## src/rtl/ima_lc_pkg.sv

```systemverilog
package ima_lc_pkg;
    typedef enum logic [1:0] {
        LS_UNI   = 2'd0,
        LS_JOIN  = 2'd1,
        LS_IMA   = 2'd2,
        LS_LEAVE = 2'd3
    } link_state_e;

    localparam int CW_W        = 8;
    localparam int BIT_MODE    = 2;
    localparam int BIT_SEND    = 6;
    localparam int BIT_ERR_CLR = 7;
endpackage

```

## src/rtl/ima_lc_regs.sv

```systemverilog
module ima_lc_regs
    import ima_lc_pkg::*;
#(
    parameter int N_LINK = 4,
    parameter int GRP_W  = 2,
    parameter int LID_W  = 5,
    parameter int AW     = $clog2(N_LINK)
) (
    input  logic                         clk,
    input  logic                         rst_n,
    input  logic                         wr_en,
    input  logic                         wr_sel,
    input  logic [AW-1:0]                wr_link,
    input  logic [CW_W-1:0]              wr_data,
    input  logic                         rd_sel,
    input  logic [AW-1:0]                rd_link,
    output logic [CW_W-1:0]              rd_data,
    input  logic [N_LINK-1:0]            stat_ima,
    output logic [N_LINK-1:0][GRP_W-1:0] grp_o,
    output logic [N_LINK-1:0]            req_o,
    output logic [N_LINK-1:0]            send_o,
    output logic [N_LINK-1:0]            err_o
);
    logic [N_LINK-1:0][GRP_W-1:0] grp_q;
    logic [N_LINK-1:0][LID_W-1:0] lid_q;
    logic [N_LINK-1:0]            req_q;
    logic [N_LINK-1:0]            send_q;
    logic [N_LINK-1:0]            err_q;

    for (genvar i = 0; i < N_LINK; i++) begin : g_link
        logic hit_ctl;
        logic hit_lid;
        logic grp_diff;
        assign hit_ctl  = wr_en && !wr_sel && (wr_link == AW'(i));
        assign hit_lid  = wr_en &&  wr_sel && (wr_link == AW'(i));
        assign grp_diff = (wr_data[GRP_W-1:0] != grp_q[i]);

        always_ff @(posedge clk) begin
            if (!rst_n) begin
                grp_q[i]  <= '0;
                lid_q[i]  <= '0;
                req_q[i]  <= 1'b0;
                send_q[i] <= 1'b0;
                err_q[i]  <= 1'b0;
            end else begin
                if (hit_ctl) begin
                    req_q[i]  <= wr_data[BIT_MODE];
                    send_q[i] <= wr_data[BIT_SEND];
                    if (!stat_ima[i]) grp_q[i] <= wr_data[GRP_W-1:0];
                end
                if (hit_lid) lid_q[i] <= wr_data[LID_W-1:0];
                if (hit_ctl && stat_ima[i] && grp_diff) err_q[i] <= 1'b1;
                else if (hit_ctl && wr_data[BIT_ERR_CLR]) err_q[i] <= 1'b0;
            end
        end


        grp_lock_chk: assert property (@(posedge clk) disable iff (!rst_n)
            stat_ima[i] |=> $stable(grp_q[i]));


        err_sticky_chk: assert property (@(posedge clk) disable iff (!rst_n)
            (err_q[i] && !(hit_ctl && wr_data[BIT_ERR_CLR])) |=> err_q[i]);
    end

    always_comb begin
        rd_data = '0;
        if (rd_sel) begin
            rd_data[LID_W-1:0] = lid_q[rd_link];
        end else begin
            rd_data[GRP_W-1:0] = grp_q[rd_link];
            rd_data[BIT_MODE]  = req_q[rd_link];
            rd_data[BIT_SEND]  = send_q[rd_link];
        end
    end

    assign grp_o  = grp_q;
    assign req_o  = req_q;
    assign send_o = send_q;
    assign err_o  = err_q;
endmodule

```

## src/rtl/ima_lc_member.sv

```systemverilog
module ima_lc_member #(
    parameter int N_LINK = 4,
    parameter int GRP_W  = 2
) (
    input  logic [N_LINK-1:0][GRP_W-1:0] grp,
    input  logic [N_LINK-1:0]            active,
    output logic [N_LINK-1:0]            last
);
    for (genvar i = 0; i < N_LINK; i++) begin : g_last
        always_comb begin
            last[i] = 1'b1;
            for (int j = 0; j < N_LINK; j++) begin
                if ((j != i) && active[j] && (grp[j] == grp[i])) last[i] = 1'b0;
            end
        end
    end
endmodule

```

## src/rtl/ima_lc_link_fsm.sv

```systemverilog
module ima_lc_link_fsm
    import ima_lc_pkg::*;
(
    input  logic clk,
    input  logic rst_n,
    input  logic req_ima,
    input  logic frame_end,
    input  logic last,
    input  logic q_empty,
    output logic ima_o,
    output logic active_o
);
    link_state_e state_q, state_d;
    logic        exit_ok;

    assign exit_ok = frame_end && (!last || q_empty);

    always_ff @(posedge clk) begin
        if (!rst_n) state_q <= LS_UNI;
        else        state_q <= state_d;
    end

    always_comb begin
        state_d = state_q;
        unique case (state_q)
            LS_UNI:   if (req_ima) state_d = frame_end ? LS_IMA : LS_JOIN;
            LS_JOIN:  if (!req_ima) state_d = LS_UNI;
                      else if (frame_end) state_d = LS_IMA;
            LS_IMA:   if (!req_ima) state_d = exit_ok ? LS_UNI : LS_LEAVE;
            LS_LEAVE: if (req_ima) state_d = LS_IMA;
                      else if (exit_ok) state_d = LS_UNI;
            default:  state_d = LS_UNI;
        endcase
    end

    always_comb begin
        ima_o    = (state_q == LS_IMA) || (state_q == LS_LEAVE);
        active_o = (state_q == LS_IMA);
    end


    join_at_frame_chk: assert property (@(posedge clk) disable iff (!rst_n)
        $rose(ima_o) |-> $past(frame_end));


    leave_gate_chk: assert property (@(posedge clk) disable iff (!rst_n)
        $fell(ima_o) |-> $past(frame_end && (!last || q_empty)));


    cancel_join_chk: assert property (@(posedge clk) disable iff (!rst_n)
        (state_q == LS_JOIN && !req_ima) |=> !ima_o);
endmodule

```

## src/rtl/ima_link_ctrl.sv

```systemverilog
module ima_link_ctrl
    import ima_lc_pkg::*;
#(
    parameter int N_LINK = 4,
    parameter int GRP_W  = 2,
    parameter int LID_W  = 5,
    localparam int N_GRP = 1 << GRP_W,
    localparam int AW    = $clog2(N_LINK)
) (
    input  logic              clk,
    input  logic              rst_n,
    input  logic              wr_en,
    input  logic              wr_sel,
    input  logic [AW-1:0]     wr_link,
    input  logic [CW_W-1:0]   wr_data,
    input  logic              rd_sel,
    input  logic [AW-1:0]     rd_link,
    output logic [CW_W-1:0]   rd_data,
    input  logic [N_GRP-1:0]  frame_end,
    input  logic              queue_empty,
    output logic [N_LINK-1:0] ima_status,
    output logic [N_LINK-1:0] send_en,
    output logic [N_LINK-1:0] grp_err
);
    logic [N_LINK-1:0][GRP_W-1:0] grp;
    logic [N_LINK-1:0]            req;
    logic [N_LINK-1:0]            active;
    logic [N_LINK-1:0]            last;

    ima_lc_regs #(.N_LINK(N_LINK), .GRP_W(GRP_W), .LID_W(LID_W), .AW(AW)) u_regs (
        .clk      (clk),
        .rst_n    (rst_n),
        .wr_en    (wr_en),
        .wr_sel   (wr_sel),
        .wr_link  (wr_link),
        .wr_data  (wr_data),
        .rd_sel   (rd_sel),
        .rd_link  (rd_link),
        .rd_data  (rd_data),
        .stat_ima (ima_status),
        .grp_o    (grp),
        .req_o    (req),
        .send_o   (send_en),
        .err_o    (grp_err)
    );

    ima_lc_member #(.N_LINK(N_LINK), .GRP_W(GRP_W)) u_member (
        .grp    (grp),
        .active (active),
        .last   (last)
    );

    for (genvar i = 0; i < N_LINK; i++) begin : g_fsm
        ima_lc_link_fsm u_fsm (
            .clk       (clk),
            .rst_n     (rst_n),
            .req_ima   (req[i]),
            .frame_end (frame_end[grp[i]]),
            .last      (last[i]),
            .q_empty   (queue_empty),
            .ima_o     (ima_status[i]),
            .active_o  (active[i])
        );
    end
endmodule

```

## config.mk

```make
export PLATFORM = sky130hd
export DESIGN_NAME = ima_link_ctrl
export DESIGN_NICKNAME = d
export VERILOG_FILES = /design/src/rtl/ima_lc_pkg.sv /design/src/rtl/ima_lc_regs.sv /design/src/rtl/ima_lc_member.sv /design/src/rtl/ima_lc_link_fsm.sv /design/src/rtl/ima_link_ctrl.sv
export SDC_FILE = /design/constraint.sdc
export NUM_CORES = 1
export LEC_CHECK = 0
export ABC_AREA = 0
export BUFFER_PORTS_ARGS = -buffer_cell sky130_fd_sc_hd__clkbuf_2
export CORE_ASPECT_RATIO = 1.4
export CORE_MARGIN = 3
export CORE_UTILIZATION = 61
export DETAILED_ROUTE_END_ITERATION = 10
export PLACE_DENSITY = 0.85
export SLEW_MARGIN = 0
export SYNTH_ARGS = -nofsm -noshare
export SYNTH_HDL_FRONTEND = slang
export SYNTH_SLANG_ARGS = --single-unit
```

## constraint.sdc

```tcl
create_clock -name clk -period 2.9 [get_ports clk]
set_input_delay 0.58 -clock clk [delete_from_list [all_inputs] [get_ports clk]]
set_output_delay 0.58 -clock clk [all_outputs]
set_load 0.01 [all_outputs]
```

==> results of run 1 <==
-- power breakdown --
| group | switching, uW | total, uW | leakage [uW] | internal [uW] |
|---|---|---|---|---|
| sequential | 14.9 | 686 | 0.000388 | 671 |
| combinational | 74.6 | 146 | 0.000692 | 71.1 |
| clock | 230 | 485 | 0.0000541 | 255 |
-- layout make-up --
| cell class | count | area (um^2) | share of cell area |
|---|---|---|---|
| Multi-Input combinational cell | 203 | 1690 | 0.558 |
| Sequential cell | 48 | 961 | 0.317 |
| Timing Repair Buffer | 38 | 190 | 0.0628 |
| Tap cell | 60 | 75.1 | 0.0248 |
| Clock buffer | 5 | 68.8 | 0.0227 |
| Clock inverter | 3 | 42.5 | 0.0140 |
-- sequential cells by signal, indices dropped and copies added (netlist names) --
register / count
g_fsm.u_fsm.state_q: 8
u_regs.send_o: 4
u_regs.lid_q: 20
u_regs.err_o: 4
u_regs.grp_o: 8
u_regs.req_o: 4
-- how the worst min path moves through the flow --
stage | slack [ns] | end | cells past startpoint | from
CTS | 0.53 | u_regs.lid_q[0]$_SDFFE_PN0P_ | 2 | u_regs.lid_q[0]$_SDFFE_PN0P_
global route | 0.55 | u_regs.send_o[3]$_SDFFE_PN0P_ | 2 | u_regs.send_o[3]$_SDFFE_PN0P_
floorplan | 0.47 | u_regs.req_o[3]$_SDFFE_PN0P_ | 2 | u_regs.req_o[3]$_SDFFE_PN0P_
finish | 0.53 | u_regs.err_o[1]$_SDFFE_PN0P_ | 2 | u_regs.err_o[1]$_SDFFE_PN0P_
global placement | 0.49 | u_regs.lid_q[3]$_SDFFE_PN0P_ | 2 | u_regs.lid_q[3]$_SDFFE_PN0P_
detailed placement | 0.50 | u_regs.err_o[1]$_SDFFE_PN0P_ | 2 | u_regs.err_o[1]$_SDFFE_PN0P_
-- synth_stat cells (all sizes together) (2+ instances only) --
cell	instances	area, um^2
a21oi	5	25.0
nand4	5	31.3
and4	4	35.0
buf	23	150
xnor2	20	175
nand2b	8	50.1
a32oi	3	26.3
o21ai	2	10.0
mux2	3	33.8
and2	2	12.5
mux4	13	293
clkbuf	10	37.5
nand3	12	60.1
o21a	4	30.0
nand2	14	52.6
and4bb	2	25.0
nor2b	45	282
dfxtp	48	961
mux2i	36	360
a21boi	8	60.1
nand4b	3	26.3
nor2	5	18.8
and2b	3	25.0
-- through the flow --
stage                      util  std cells  power (uW)  setup WS, ns
after floorplan               -        284         813         0.691
after global placement    0.671        349         842         0.480
after detailed placement  0.671        349         847         0.470
after CTS                 0.697        357        1320         0.472
after global routing      0.697        357        1370         0.412
final                     0.697        357        1320         0.504
-- per-layer routing --
layer | wire length (um) | global-route usage | vias up
met3 | 186 | 0.0402 | 12
met5 | 0 | 0 | -
li1 | - | - | 999
met1 | 2500 | 0.287 | 970
met4 | 174 | 0.120 | 0
met2 | 2940 | 0.390 | 50
-- critical path, stage by stage --
cell and delay, ns:
clkbuf_2 0.28, mux4_2 0.54, mux2_2 0.28, clkbuf_2 0.13
-- layout by cell type, fill, tap and decap left out, drive strengths merged, types with 4 or more instances in the layout --
master	Yosys	final
dfxtp	48	48
nor2	5	5
clkbuf	10	43
nand4	5	5
nand2	14	14
and4	4	4
nor2b	45	45
o21a	4	4
mux2i	36	36
mux4	13	13
a21oi	5	5
nand3	12	12
a21boi	8	8
nand2b	8	8
xnor2	20	20
-- logic make-up (layout without fill, tap and decap cells) --
logic type,count (synthesis),count (layout),share of synthesized area
and+or+nand+nor,106,106,0.233
buffers and inverters,33,46,0.0662
xor gates and xnor gates,20,20,0.0618
muxes,52,52,0.242
other,1,2,0.00132
DFF,48,48,0.339
AOI/OAI and AO/OA,23,23,0.0560
==> impl_metrics.py, run 1 <==
metrics = {
    "sta": {
        "rsz0062_at_grt": "no",
        "fin_skew_ns": 0.00519,
        "finalCriticalPeriod_ns": 2.40,
        "setup_viol": 0,
        "drv_slew": 0,
        "fin_crit_sh": 0.826,
        "worstMarginPinSlew_ns": 0.773,
        "timing.fmax_mhz": 417,
        "finalHoldViolations": 0,
        "final.setup.tns_ns": 0,
        "hold_ws_ns": 0.526,
        "slew_headroom": 0.485,
    },
    "cells_and_area": {
        "antenna_cells": 0,
        "drive_above_1_share": 0.226,
        "nNetsFinal": 318,
        "design_area_um2": 3030,
        "fillers": 360,
        "syn_to_final_growth_pct": 6.80,
    },
    "yosys": {
        "synthArstFlopShare": 0,
        "yosysSeqAreaShare": 0.339,
        "syn_area_per_cell_um2": 10.0,
        "synth_edf_count": 0,
        "ys_warn_count": 0,
        "synth_cell_types": 32,
        "synthFlopType": "dfxtp_1",
        "yosys_register_bits": 48,
        "syn-instance-count": 283,
        "syn_area_um2": 2840,
    },
    "route": {
        "postRouteAntennaNets": 0,
        "drt-initial-drc-count": 120,
        "dr_total_vias": 2031,
        "drt_pass1_iterations": 4,
        "drc": 0,
        "routed_wl_um": 5800,
        "vias_per_cell": 5.69,
        "routedWlPerCell_um": 16.2,
    },
    "floorplanning": {
        "die_w_um": 63.6,
        "die_height_um": 86.7,
        "die_area_um2": 5510,
        "start_util": 0.653,
        "core_um2": 4340,
        "std_cell_rows": 28,
        "io-pin-count": 42,
    },
    "grt": {
        "grt_pass1_wl_um": 9900,
        "grt_max_degree": 49,
        "track_usage": 0.233,
        "grt.overflow.total": 0,
        "grt_pass1_vias": 1981,
        "antenna_found_initial": 0,
    },
    "placed_design": {
        "post-dp-hpwl_um": 4170,
        "io_buffers": 38,
        "postPlaceCellArea_um2": 2920,
        "gp_routability_congestion": 0.825,
    },
    "pwr": {
        "vdd_drop_max_uv": 403,
        "p_per_area_nw_per_um2": 435,
        "p_leak_uw": 0.00113,
    },
    "clock_tree": {
        "cts_resized": 0,
        "clockBufferDepth": 2,
        "cts_hold_buf": 0,
        "cts.sinks": 48,
        "post_cts_buffers": 0,
        "clock_latency_ns": 0.31,
        "cts_max_level": 2,
        "root_buffer": "clkbuf_8",
        "cts_tree": "done",
        "path_clk_slew_ns": 0.09,
        "cts_buffers": 5,
    },
    "critical_path": {
        "worstPathMaxFanout": 9,
        "critPathKind": "in -> out",
        "r2r_slack_ns": 1.38,
        "startpoint_type": "input port",
        "critical_path.endpoint": "rd_data[1]",
        "cp-end-kind": "output port",
        "crit_start": "rd_link[0]",
        "crit_required_ns": 2.32,
        "crit-reg2reg-launch": "u_regs.grp_o[6]$_SDFFE_PN0P_",
        "r2r_cells": 3,
        "worstPathArrival_ns": 1.82,
        "worst_r2r_endpoint": "g_fsm[3].u_fsm.state_q[1]$_SDFFE_PN0P_",
    },
    "min_path": {
        "hp-class": "reg -> reg",
    },
    "run": {
        "maxCapViolCount": 0,
    },
    "run_status": {
        "status": "finished clean",
    },
}
(Power assumes the default switching activity.)
==> run 2, diff against run 1 <==
Settings changed: ABC_AREA 0 to 1, CORE_UTILIZATION 61 to 58, PLACE_DENSITY 0.85 to 0.81.
Clock period 2.9 ns to 2.3 ns, I/O delays scaled along.
==> run 2 against run 1 <==
- count of clock-buffer cells in the layout up 2
- core utilization fell by 4.7 points
- design area is 5.5% higher
- synthesized cell count up 67%
- clock power up 9.5%
- final cell count up 56%
- first-iteration DRC count grew 68%
- flip-flop and latch count unchanged
- non-clock buffer count is 2 higher
- wire length grew 30%
==> impl_metrics.py, run 2 <==
metrics = {
    "run_status": {
        "status": "finished clean",
    },
    "yosys": {
        "ys_warn_count": 0,
        "synthArstFlopShare": 0,
        "syn_area_per_cell_um2": 6.34,
        "yosysSeqAreaShare": 0.321,
        "synthFlopType": "dfxtp_1",
        "synth_cell_types": 27,
        "syn_area_um2": 2990,
        "synth.top_cell.area_share": 0.321,
        "synth_edf_count": 0,
        "yosys-top-cells-area": "dfxtp_1 32%, nor2_1 12%, nand2_1 11%",
        "syn-instance-count": 472,
        "yosys_register_bits": 48,
        "synth_common_cells": "93 x nor2_1, 88 x nand2_1, 61 x o21ai_0",
        "synth.most_common_cell": "nor2_1",
        "synth_area_leader_cell": "dfxtp_1",
    },
    "grt": {
        "track_usage": 0.261,
        "grt.overflow.total": 0,
        "use_met2": 0.450,
        "antenna_found_initial": 0,
        "grt_max_degree": 23,
        "grt.met3_usage": 0.0359,
        "grt_pass1_wl_um": 12400,
        "met1_usage": 0.319,
        "busiest_layer": "met2",
        "grt_pass1_vias": 2790,
    },
    "pwr": {
        "intPower_uw": 1480,
        "p_switching_uw": 911,
        "seq_power_share": 0.425,
        "p_per_area_nw_per_um2": 749,
        "switching_share": 0.381,
        "p_leak_uw": 0.00147,
        "power_frac_clock": 0.222,
        "comb_power_share": 0.353,
        "vdd_drop_max_uv": 418,
    },
    "cells_and_area": {
        "largest_reg_flops": 20,
        "layout_commonest_cell": "nor2_1",
        "drive_above_1_share": 0.138,
        "multi_input_comb_area_um2": 1660,
        "antenna_cells": 0,
        "syn_to_final_growth_pct": 6.86,
        "mostFrequentLayoutCells": "93 x nor2_1, 88 x nand2_1, 61 x o21ai_0",
        "finalNonFillerCells": 556,
        "fillers": 465,
        "nNetsFinal": 514,
        "regMostFlops": "u_regs.lid_q",
        "ff_latch_area_um2": 961,
    },
    "clock_tree": {
        "root_buffer": "clkbuf_8",
        "cts_resized": 0,
        "post_cts_buffers": 0,
        "path_clk_slew_ns": 0.08,
        "cts_max_level": 2,
        "cts_tree": "done",
        "clock_latency_ns": 0.29,
        "cts_buffers": 5,
        "cts_hold_buf": 0,
        "cts.sinks": 48,
        "clockBufferDepth": 2,
    },
    "critical_path": {
        "startpoint_type": "input port",
        "worstPathArrival_ns": 1.58,
        "r2r_cells": 11,
        "cp-end-kind": "output port",
        "crit_required_ns": 1.84,
        "r2r_slack_ns": 0.66,
        "crit-reg2reg-launch": "u_regs.grp_o[6]$_SDFFE_PN0P_",
        "worst_r2r_endpoint": "g_fsm[3].u_fsm.state_q[0]$_SDFFE_PN0P_",
        "critPathKind": "in -> out",
        "worstPathMaxFanout": 18,
    },
    "sta": {
        "fin_skew_ns": 0.00403,
        "timing.fmax_mhz": 490,
        "final.setup.tns_ns": 0,
        "drv_slew": 0,
        "fin_crit_sh": 0.887,
        "setup_viol": 0,
        "finalCriticalPeriod_ns": 2.04,
        "finalHoldViolations": 0,
        "rsz0062_at_grt": "no",
    },
    "placed_design": {
        "post-dp-hpwl_um": 5810,
        "io_buffers": 38,
        "gp_routability_congestion": 0.953,
        "placedCellCount": 549,
    },
    "route": {
        "postRouteAntennaNets": 0,
        "routed_wl_um": 7540,
        "vias_per_cell": 5.54,
        "drc": 0,
        "dr_total_vias": 3078,
        "drt-initial-drc-count": 202,
        "routedWlPerCell_um": 13.6,
        "drt_pass1_iterations": 5,
    },
    "min_path": {
        "hp-class": "in -> reg",
        "hold_path_end": "u_regs.lid_q[18]$_SDFFE_PN0P_",
        "whs_path_depth": 3,
        "hold_start": "wr_data[3]",
    },
    "floorplanning": {
        "die_height_um": 91.0,
        "std_cell_rows": 30,
        "die_w_um": 66.7,
        "io-pin-count": 42,
        "start_util": 0.608,
        "die_area_um2": 6070,
        "core_um2": 4920,
    },
    "run": {
        "maxCapViolCount": 0,
    },
}
-- run 2: logic make-up (layout without fill, tap and decap cells) --
| family | Yosys count | after routing | synth area share |
|---|---|---|---|
| AO/OA/AOI/OAI | 105 | 105 | 0.190 |
| AND/OR/NAND/NOR | 223 | 223 | 0.313 |
| buffers and inverters | 78 | 97 | 0.125 |
| other | 1 | 2 | 0.00125 |
| XOR/XNOR | 17 | 17 | 0.0498 |
| flip-flops | 48 | 48 | 0.321 |
-- run 2: power by group through the flow --
stage / logic, uW / registers (uW) / clock network [uW]
detailed placement: 839 / 1030 / 0
finish: 845 / 1020 / 531
floorplan: 725 / 997 / 0
CTS: 845 / 1010 / 540
global route: 966 / 1030 / 575
global placement: 816 / 1030 / 0
-- run 2: worst max path at each step --
stage | startpoint | endpoint | slack, ns | cells after the start
final | rd_link[0] | rd_data[0] | 0.26 | 7
after global routing | rd_link[0] | rd_data[2] | 0.1 | 7
after detailed placement | rd_link[0] | rd_data[0] | 0.30 | 7
after CTS | u_regs.grp_o[4]$_SDFFE_PN0P_ | rd_data[0] | 0.30 | 5
after floorplan | rd_link[0] | rd_data[1] | 0.46 | 6
after global placement | rd_link[0] | rd_data[0] | 0.32 | 7
-- run 2: through the flow --
stage	power (uW)	hold WS [ns]	area [um^2]	util	worst slack, ns
2_1_floorplan	1720	0.450	2990	-	0.463
3_3_place_gp	1850	0.464	3100	0.630	0.317
3_5_place_dp	1870	0.470	3100	0.630	0.301
4_1_cts	2400	0.467	3200	0.650	0.297
5_1_grt	2570	0.492	3200	0.650	0.0958
6_report	2390	0.471	3200	0.650	0.260
-- run 2: per-layer routing --
layer / vias up / part of all wire
met5: - / 0
met4: 0 / 0.029
met3: 18 / 0.056
met2: 110 / 0.51
met1: 1411 / 0.41
li1: 1539 / -
-- run 2: layout make-up --
cell class | instances | share of cell area
flip-flops and latches | 48 | 0.301
inverters | 50 | 0.0603
multi-input cells | 347 | 0.520
well taps | 64 | 0.0251
repair buffers | 40 | 0.0642
clock buffers | 7 | 0.0301
-- run 2: critical path: stages --
cell and delay, ns:
clkbuf_2 0.09, inv_1 0.32, o21ai_0 0.14, o22ai_1 0.13
nor2_1 0.05, a31oi_1 0.21, clkbuf_2 0.18
==> run 3, diff against run 2 <==
Settings changed: ABC_AREA 1 to not set, CORE_UTILIZATION 58 to 57, PLACE_DENSITY 0.81 to 0.8, SYNTH_HIERARCHICAL set to 1.
==> run 3 against run 2 <==
- count of clock-buffer cells in the layout shrank 2
- sequential share of layout area up 1.3 points
- global-route usage down 2.9 points
- total power shrank 31%
- combinational power down 77%
- flip-flop and latch count did not move
- synthesized cell count is 44% lower
- via count down 33%
- wire length decreased by 19%
- area after synthesis fell by 9.3%
- largest power group unchanged
- highest routed layer unchanged
==> impl_metrics.py, run 3 <==
metrics = {
    "yosys": {
        "synthFlopType": "dfxtp_1",
        "syn_area_per_cell_um2": 10.2,
        "yosys-top-cells-area": "dfxtp_1 35%, mux2i_1 13%, mux4_1 8.7%",
        "ys_warn_count": 6,
        "syn-instance-count": 265,
        "synth_common_cells": "48 x dfxtp_1, 36 x mux2i_1, 33 x nor2b_1",
        "synth.most_common_cell": "dfxtp_1",
        "yosys_register_bits": 48,
        "synth_edf_count": 0,
        "synth.top_cell.area_share": 0.354,
        "syn_area_um2": 2710,
        "yosysSeqAreaShare": 0.354,
        "synthArstFlopShare": 0,
        "synth_area_leader_cell": "dfxtp_1",
        "synth_cell_types": 33,
    },
    "grt": {
        "track_usage": 0.231,
        "grt_pass1_wl_um": 10000,
        "grt.overflow.total": 0,
        "grt_pass1_vias": 2093,
        "antenna_found_initial": 0,
        "grt_max_degree": 43,
    },
    "placed_design": {
        "post-dp-hpwl_um": 4570,
        "gp_routability_congestion": 0.893,
        "io_buffers": 38,
    },
    "cells_and_area": {
        "largest_reg_flops": 20,
        "mostFrequentLayoutCells": "48 x dfxtp_1, 38 x clkbuf_2, 36 x mux2i_1",
        "antenna_cells": 0,
        "regMostFlops": "u_regs/lid_q",
        "drive_above_1_share": 0.220,
        "layout_commonest_cell": "dfxtp_1",
        "nNetsFinal": 321,
        "syn_to_final_growth_pct": 13.0,
        "fillers": 369,
        "final_util": 0.670,
    },
    "clock_tree": {
        "cts_buffers": 5,
        "cts_hold_buf": 0,
        "cts_tree": "done",
        "clockBufferDepth": 2,
        "path_clk_slew_ns": 0.09,
        "post_cts_buffers": 0,
        "cts.sinks": 48,
        "cts_resized": 0,
        "clock_latency_ns": 0.30,
        "cts_max_level": 2,
        "root_buffer": "clkbuf_8",
    },
    "route": {
        "routed_wl_um": 6110,
        "dr_total_vias": 2056,
        "drt_pass1_iterations": 5,
        "drc": 0,
        "vias_per_cell": 5.68,
        "postRouteAntennaNets": 0,
        "drt-initial-drc-count": 137,
        "routedWlPerCell_um": 16.9,
    },
    "pwr": {
        "vdd_drop_max_uv": 553,
        "p_per_area_nw_per_um2": 541,
        "p_leak_uw": 0.00129,
    },
    "critical_path": {
        "crit_required_ns": 1.84,
        "worstPathMaxFanout": 8,
        "cp-end-kind": "output port",
        "cp_common_cell": "clkbuf_2",
        "crit-reg2reg-launch": "g_fsm[3].u_fsm/state_q[1]$_SDFFE_PN0P_",
        "critPathMaxStageDelay_ns": 0.59,
        "crit_chain": "clkbuf_2 -> mux4_1 -> mux2_2 -> clkbuf_2",
        "startpoint_type": "input port",
        "slowest_stage": "mux4_1",
        "worstPathArrival_ns": 1.69,
        "critPathKind": "in -> out",
        "crit_start": "rd_link[1]",
    },
    "floorplanning": {
        "die_w_um": 64.3,
        "die_height_um": 87.6,
        "core_um2": 4570,
        "die_area_um2": 5630,
        "io-pin-count": 42,
        "start_util": 0.593,
        "std_cell_rows": 29,
    },
    "min_path": {
        "hp-class": "in -> reg",
        "hold_start": "wr_data[6]",
    },
    "sta": {
        "setup_viol": 0,
        "worstMarginPinSlew_ns": 0.539,
        "fin_skew_ns": 0.00824,
        "rsz0062_at_grt": "no",
        "slew_headroom": 0.639,
        "fin_crit_sh": 0.935,
        "finalHoldViolations": 0,
        "drv_slew": 0,
        "final.setup.tns_ns": 0,
        "timing.fmax_mhz": 465,
        "finalCriticalPeriod_ns": 2.15,
    },
    "run": {
        "maxCapViolCount": 0,
    },
    "run_status": {
        "status": "finished clean",
    },
}
run 3: stage by stage:
step                      total power [uW]  hold WS [ns]  std cells  area (um^2)  worst slack [ns]
after floorplan                       1020         0.469        266         2720             0.444
after global placement                1070         0.489        354         2950             0.182
after detailed placement              1070         0.504        354         2950             0.143
after CTS                             1670         0.468        362         3060             0.140
after global routing                  1720         0.488        362         3060             0.111
final                                 1660         0.470        362         3060             0.149
run 3: worst paths after layout:
check / endpoint / slack (ns) / cells past startpoint
hold / removal: u_regs/send_o[3]$_SDFFE_PN0N_ / 0.47 / 3
setup reg to reg: g_fsm[0].u_fsm/state_q[1]$_SDFFE_PN0P_ / 0.79 / 5
setup / recovery: rd_data[0] / 0.15 / 4
hold reg to reg: u_regs/err_o[3]$_SDFFE_PN0P_ / 0.51 / 2
run 3: area by class of cell:
| type | count | area [um^2] | area share |
|---|---|---|---|
| Multi-Input combinational cell | 191 | 1620 | 0.528 |
| Sequential cell | 48 | 961 | 0.314 |
| Timing Repair Buffer | 48 | 278 | 0.0906 |
| Tap cell | 62 | 77.6 | 0.0253 |
| Clock buffer | 5 | 68.8 | 0.0225 |
| Clock inverter | 3 | 42.5 | 0.0139 |
| Inverter | 5 | 18.8 | 0.00612 |
run 3: cell families after synthesis:
group                     count (synthesis)  synth area share
xor gates and xnor gates                 20            0.0646
buffers and inverters                    27            0.0503
AOI/OAI and AO/OA                        20            0.0535
other                                     1           0.00138
DFF                                      48             0.354
muxes                                    52             0.266
and+or+nand+nor                          97             0.210
run 3: metal layers:
metal / vias up / track usage / routed length, um
li1: 1005 / - / -
met1: 971 / 0.260 / 2430
met2: 74 / 0.445 / 3290
met3: 6 / 0.0347 / 323
met4: 0 / 0.0712 / 70
met5: - / 0 / 0
run 3: critical path, delay by kind of cell:
| family | cells | cell delay (ns) |
|---|---|---|
| mux | 2 | 0.88 |
| buf+inv | 2 | 0.35 |
run 3: power by group:
part	switching (uW)	internal, uW
registers	13.4	846
logic	103	93.4
clock network	281	322
